File: src/rtl/pgwalk_pkg.sv
package pgwalk_pkg;
  typedef enum logic [2:0] {
    ST_IDLE  = 3'd0,
    ST_DIR   = 3'd1,
    ST_TBL   = 3'd2,
    ST_DONE  = 3'd3,
    ST_FAULT = 3'd4
  } walk_state_t;

  typedef enum logic {
    LVL_DIR = 1'b0,
    LVL_TBL = 1'b1
  } walk_level_t;
endpackage

File: src/rtl/pgwalk_addr.sv
// Address arithmetic: entry addresses and final physical address.
module pgwalk_addr #(
  parameter int AW          = 32,
  parameter int OFF_W       = 12,
  parameter int IDX_W       = 10,
  parameter int ENT_LOG2    = 2,
  parameter int PRESENT_BIT = 0
) (
  input  logic [AW-1:0] req_lin,
  input  logic [AW-1:0] req_base,
  input  logic [AW-1:0] held_lin,
  input  logic [AW-1:0] ent_word,
  output logic [AW-1:0] dir_ent_addr,
  output logic [AW-1:0] tbl_ent_addr,
  output logic [AW-1:0] phys_addr,
  output logic          ent_present
);
  localparam int FRAME_W = AW - OFF_W;

  logic [IDX_W-1:0] dir_idx;
  logic [IDX_W-1:0] tbl_idx;
  logic [AW-1:0]    base_aligned;
  logic [AW-1:0]    ent_aligned;

  always_comb begin
    dir_idx      = req_lin[AW-1 -: IDX_W];
    tbl_idx      = held_lin[OFF_W +: IDX_W];
    base_aligned = {req_base[AW-1:OFF_W], {OFF_W{1'b0}}};
    ent_aligned  = {ent_word[AW-1:OFF_W], {OFF_W{1'b0}}};
    dir_ent_addr = base_aligned + ({{(AW-IDX_W){1'b0}}, dir_idx} << ENT_LOG2);
    tbl_ent_addr = ent_aligned  + ({{(AW-IDX_W){1'b0}}, tbl_idx} << ENT_LOG2);
    phys_addr    = ent_aligned | {{FRAME_W{1'b0}}, held_lin[OFF_W-1:0]};
    ent_present  = ent_word[PRESENT_BIT];
  end
endmodule

File: src/rtl/pgwalk_ctrl.sv
// Walk sequencer: idle -> directory fetch -> table fetch -> done/fault.
module pgwalk_ctrl
  import pgwalk_pkg::*;
#(
  parameter int AW = 32
) (
  input  logic          clk,
  input  logic          rst,
  input  logic          req_valid,
  input  logic [AW-1:0] req_lin,
  input  logic          mem_ack,
  input  logic [AW-1:0] dir_ent_addr,
  input  logic [AW-1:0] tbl_ent_addr,
  input  logic [AW-1:0] phys_addr,
  input  logic          ent_present,
  output logic [AW-1:0] held_lin,
  output logic          req_ready,
  output logic          mem_req,
  output logic [AW-1:0] mem_addr,
  output logic          done_valid,
  output logic          done_fault,
  output logic          done_lvl,
  output logic [AW-1:0] done_paddr
);
  walk_state_t state_q;
  logic [AW-1:0] lin_q;
  logic [AW-1:0] rd_addr_q;
  logic [AW-1:0] paddr_q;
  logic          fault_q;
  walk_level_t   lvl_q;

  always_ff @(posedge clk) begin
    if (rst) begin
      state_q   <= ST_IDLE;
      lin_q     <= '0;
      rd_addr_q <= '0;
      paddr_q   <= '0;
      fault_q   <= 1'b0;
      lvl_q     <= LVL_DIR;
    end else begin
      case (state_q)
        ST_IDLE: begin
          if (req_valid) begin
            lin_q     <= req_lin;
            rd_addr_q <= dir_ent_addr;
            state_q   <= ST_DIR;
          end
        end
        ST_DIR: begin
          if (mem_ack) begin
            if (!ent_present) begin
              fault_q <= 1'b1;
              lvl_q   <= LVL_DIR;
              paddr_q <= '0;
              state_q <= ST_FAULT;
            end else begin
              rd_addr_q <= tbl_ent_addr;
              state_q   <= ST_TBL;
            end
          end
        end
        ST_TBL: begin
          if (mem_ack) begin
            if (!ent_present) begin
              fault_q <= 1'b1;
              lvl_q   <= LVL_TBL;
              paddr_q <= '0;
              state_q <= ST_FAULT;
            end else begin
              fault_q <= 1'b0;
              lvl_q   <= LVL_DIR;
              paddr_q <= phys_addr;
              state_q <= ST_DONE;
            end
          end
        end
        ST_DONE, ST_FAULT: state_q <= ST_IDLE;
        default:           state_q <= ST_IDLE;
      endcase
    end
  end

  always_comb begin
    held_lin   = lin_q;
    req_ready  = (state_q == ST_IDLE);
    mem_req    = (state_q == ST_DIR) || (state_q == ST_TBL);
    mem_addr   = rd_addr_q;
    done_valid = (state_q == ST_DONE) || (state_q == ST_FAULT);
    done_fault = fault_q;
    done_lvl   = lvl_q;
    done_paddr = paddr_q;
  end
endmodule

File: src/rtl/pgwalk.sv
module pgwalk #(
  parameter int AW          = 32,
  parameter int OFF_W       = 12,
  parameter int IDX_W       = 10,
  parameter int ENT_LOG2    = 2,
  parameter int PRESENT_BIT = 0
) (
  input  logic          clk,
  input  logic          rst,
  input  logic [AW-1:0] dir_base_i,
  input  logic          req_valid_i,
  output logic          req_ready_o,
  input  logic [AW-1:0] req_addr_i,
  output logic          mem_rd_req_o,
  output logic [AW-1:0] mem_rd_addr_o,
  input  logic          mem_rd_ack_i,
  input  logic [AW-1:0] mem_rd_data_i,
  output logic          done_valid_o,
  output logic          done_fault_o,
  output logic          done_lvl_o,
  output logic [AW-1:0] done_paddr_o
);
  logic [AW-1:0] dir_ent_addr;
  logic [AW-1:0] tbl_ent_addr;
  logic [AW-1:0] phys_addr;
  logic [AW-1:0] held_lin;
  logic          ent_present;

  pgwalk_addr #(
    .AW(AW), .OFF_W(OFF_W), .IDX_W(IDX_W),
    .ENT_LOG2(ENT_LOG2), .PRESENT_BIT(PRESENT_BIT)
  ) u_addr (
    .req_lin      (req_addr_i),
    .req_base     (dir_base_i),
    .held_lin     (held_lin),
    .ent_word     (mem_rd_data_i),
    .dir_ent_addr (dir_ent_addr),
    .tbl_ent_addr (tbl_ent_addr),
    .phys_addr    (phys_addr),
    .ent_present  (ent_present)
  );

  pgwalk_ctrl #(.AW(AW)) u_ctrl (
    .clk          (clk),
    .rst          (rst),
    .req_valid    (req_valid_i),
    .req_lin      (req_addr_i),
    .mem_ack      (mem_rd_ack_i),
    .dir_ent_addr (dir_ent_addr),
    .tbl_ent_addr (tbl_ent_addr),
    .phys_addr    (phys_addr),
    .ent_present  (ent_present),
    .held_lin     (held_lin),
    .req_ready    (req_ready_o),
    .mem_req      (mem_rd_req_o),
    .mem_addr     (mem_rd_addr_o),
    .done_valid   (done_valid_o),
    .done_fault   (done_fault_o),
    .done_lvl     (done_lvl_o),
    .done_paddr   (done_paddr_o)
  );
endmodule

File: config.mk
export PLATFORM = sky130hd
export DESIGN_NAME = pgwalk
export DESIGN_NICKNAME = d
export VERILOG_FILES = /design/src/rtl/pgwalk_pkg.sv /design/src/rtl/pgwalk_addr.sv /design/src/rtl/pgwalk_ctrl.sv /design/src/rtl/pgwalk.sv
export SDC_FILE = /design/constraint.sdc
export NUM_CORES = 1
export LEC_CHECK = 0
export ABC_AREA = 1
export BUFFER_PORTS_ARGS = -buffer_cell sky130_fd_sc_hd__buf_2
export CORE_AREA = 4 4 139 74
export CTS_CLUSTER_DIAMETER = 30
export DETAILED_ROUTE_END_ITERATION = 12
export DIE_AREA = 0 0 143 78
export GPL_TIMING_DRIVEN = 0
export PLACE_DENSITY = 0.73
export SLEW_MARGIN = 25
export SYNTH_ARGS = -nofsm -noshare
export SYNTH_HDL_FRONTEND = slang
export SYNTH_SLANG_ARGS = --single-unit
File: constraint.sdc
create_clock -name clk -period 1.67 [get_ports clk]
set_input_delay 0.0835 -clock clk [delete_from_list [all_inputs] [get_ports clk]]
set_output_delay 0.0835 -clock clk [all_outputs]
set_load 0.02 [all_outputs]
==> flow_metrics.py <==
metrics = {
    "run_status": {
        "status": "finished, final reports clean",
    },
    "power": {
        "clkPwrFrac_pct": 19.3,
        "power_density_mw_per_mm2": 2010,
        "peakVddDrop_mv": 0.980,
        "p_switching_mw": 4.71,
        "p_int_mw": 5.95,
        "switching_share_pct": 44.2,
        "leakagePower_nw": 2.92,
        "power_frac_seq_pct": 30.9,
        "combPwrFrac_pct": 49.8,
    },
    "routing": {
        "drt-pass1-iter-count": 5,
        "ant_nets": 0,
        "drc": 0,
        "wl_mm": 11.9,
        "detail_route.iter0.violations": 244,
        "vias": 4365,
        "wl_per_cell_um": 13.1,
        "viasPerCell": 4.80,
    },
    "logic_synthesis": {
        "avgSynthCellArea_um2": 6.43,
        "synth-seq-cells": 89,
        "syn-instance-count": 627,
        "yosysUniqueCellTypes": 20,
        "yosys_warnings": 0,
        "syn_area_mm2": 0.00403,
        "seq_area_frac_synth_pct": 44.2,
    },
    "setup_path": {
        "slowest_delay_ns": 0.35,
        "critical_path.slowest_cell": "dfxtp_2",
        "path_delay_family": "buffers and inverters",
        "crit_buf_inv": 3,
        "endpoint_kind": "output pin",
        "path_max_fanout": 10,
        "cp.arrival_ns": 1.47,
        "required_ns": 1.59,
        "crit_chain": "nor2_1 -> inv_1 -> nor2_4 -> buf_4 -> buf_2",
        "cp-start-kind": "flop",
        "critPathKind": "reg2out",
    },
    "die": {
        "rows": 25,
        "core_area_mm2": 0.00917,
        "die-height_um": 78,
        "die_area_mm2": 0.0112,
        "start_util_pct": 44.0,
        "ios": 169,
        "die_x_um": 143,
    },
    "timing": {
        "slew_viol_final": 0,
        "fin_crit_sh_pct": 93.3,
        "final_hold_viol_count": 0,
        "skew_ns": 0.00550,
        "period_minus_slack_ns": 1.56,
        "fmax_mhz": 642,
        "final-setup-viol-count": 0,
        "hold_ws_ns": 0.00929,
        "layout_setup_ws_ns": 0.113,
        "rsz0062_at_grt": "no",
    },
    "placed_design": {
        "hpwl_mm": 9.21,
        "pre_cts_slack_ns": -0.0182,
        "post_dp_cell_area_mm2": 0.00490,
        "gp_congestion": 0.877,
        "io_buffer_count": 143,
    },
    "finish": {
        "layout-drive-gt1-share_pct": 27.4,
        "fin_util_pct": 57.8,
        "fin_nets": 886,
        "fin_area_mm2": 0.00530,
        "syn2layout_area_growth_pct": 31.3,
        "layout_commonest_cell": "nand2_1",
        "layout_common_cells": "nand2_1 (195), buf_2 (157), nor2_1 (95), dfxtp_1 (87), a21oi_1 (57)",
        "diodes": 0,
    },
    "global_routing": {
        "grt_pass1_vias": 4061,
        "grt_antenna_before_repair": 0,
        "grt_max_degree": 14,
        "grt.total_usage_pct": 20.9,
        "grt_pass1_wl_mm": 18.8,
        "grt_remaining_overflow": 0,
    },
    "cts": {
        "clock-sinks": 89,
        "cts.clk_slew.worst_paths_ns": 0.06,
        "cts_setup_buffers": 0,
        "cts_root_buffer": "clkbuf_16",
        "htree_levels": 3,
        "insertion_delay_ns": 0.33,
        "ctsLongestPathBuffers": 2,
        "cts_buffers": 9,
        "cts_tree": "done",
    },
    "flow_run": {
        "max_cap_viol_count": 0,
    },
    "worst_hold_path": {
        "hp-class": "in2reg",
    },
}
## sequential cells by signal (all words and copies together), names as in the netlist
name	flops
u_ctrl.state_q	3
u_ctrl.mem_addr	30
u_ctrl.done_lvl	1
u_ctrl.held_lin	22
u_ctrl.done_paddr	32
u_ctrl.done_fault	1
## tightest hold or removal path, stage by stage
cell and delay (ns):
buf_2 0.09, a21oi_1 0.06, nor2_1 0.07
## through the flow
stage / cells / power (mW) / TNS [ns]
floorplan: 628 / 6.93 / 0
global placement: 892 / 8.30 / 0
detailed placement: 892 / 8.47 / -0.0182
CTS: 910 / 10.6 / 0
global route: 910 / 11.5 / 0
finish: 910 / 10.7 / 0
## final timing paths
kind / start / endpoint / slack [ns] / depth (start not counted)
worst max-delay path: u_ctrl.state_q[0]$_SDFFE_PP0P_ / req_ready_o / 0.11 / 5
worst min register to register: u_ctrl.held_lin[13]$_SDFFE_PP0P_ / u_ctrl.held_lin[13]$_SDFFE_PP0P_ / 0.45 / 2
worst max register to register: u_ctrl.state_q[2]$_SDFFE_PP0P_ / u_ctrl.done_paddr[13]$_SDFFE_PP0P_ / 0.13 / 8
worst min-delay path: mem_rd_data_i[28] / u_ctrl.done_paddr[28]$_SDFFE_PP0P_ / 0.009 / 3
## metal layers
metal	global-route usage, %	up-vias	wire [um]
met5	0	-	0
met4	4.46	0	94
met3	5.91	13	1210
met2	32.1	214	5010
met1	29.4	1922	5570
li1	-	2216	-
## cell usage after synthesis, drive strengths merged
master / count / area share [%]
nand2: 197 / 18
nor2: 100 / 9.4
dfxtp: 89 / 44
inv: 79 / 7.4
a21oi: 57 / 7.1
nand3: 38 / 4.8
buf: 25 / 3.8
o21ai: 21 / 2.6
clkbuf: 15 / 1.4
nand4: 3 / 0.47
conb: 1 / 0.093
nand3b: 1 / 0.19
o211ai: 1 / 0.19
## cells by family (layout without fill, tap and decap cells)
family	Yosys count	in the layout	synth area share, %
AND/OR/NAND/NOR	339	339	33.3
other	1	2	0.0930
flip-flops	89	89	44.2
buffers and inverters	119	280	12.5
AO/OA/AOI/OAI	79	79	9.87
## final cells by class
| cell class | instances | area, um^2 |
|---|---|---|
| clock inverter | 4 | 70.1 |
| fill | 893 | 3870 |
| inverter | 79 | 297 |
| multi-input combinational | 420 | 1790 |
| tap | 121 | 151 |
| sequential | 89 | 1780 |
| buffer | 40 | 218 |
| clock buffer | 10 | 229 |
| timing repair buffer | 147 | 756 |
## power groups by stage
stage                     combinational (mW)  sequential (mW)  clock [mW]
after global placement                  5.03             3.27           0
after CTS                               5.20             3.27        2.11
after detailed placement                5.16             3.31           0
after floorplan                         2.91             4.01           0
final                                   5.31             3.29        2.05
after global routing                    5.96             3.38        2.20
## what timing repair did
item,4_1_cts,5_1_grt
hold buffers,4,0
resized for setup,2,15
setup endpoints to repair,2,68
hold endpoints to repair,4,0
No activity file was read; power rests on OpenSTA's default activity.
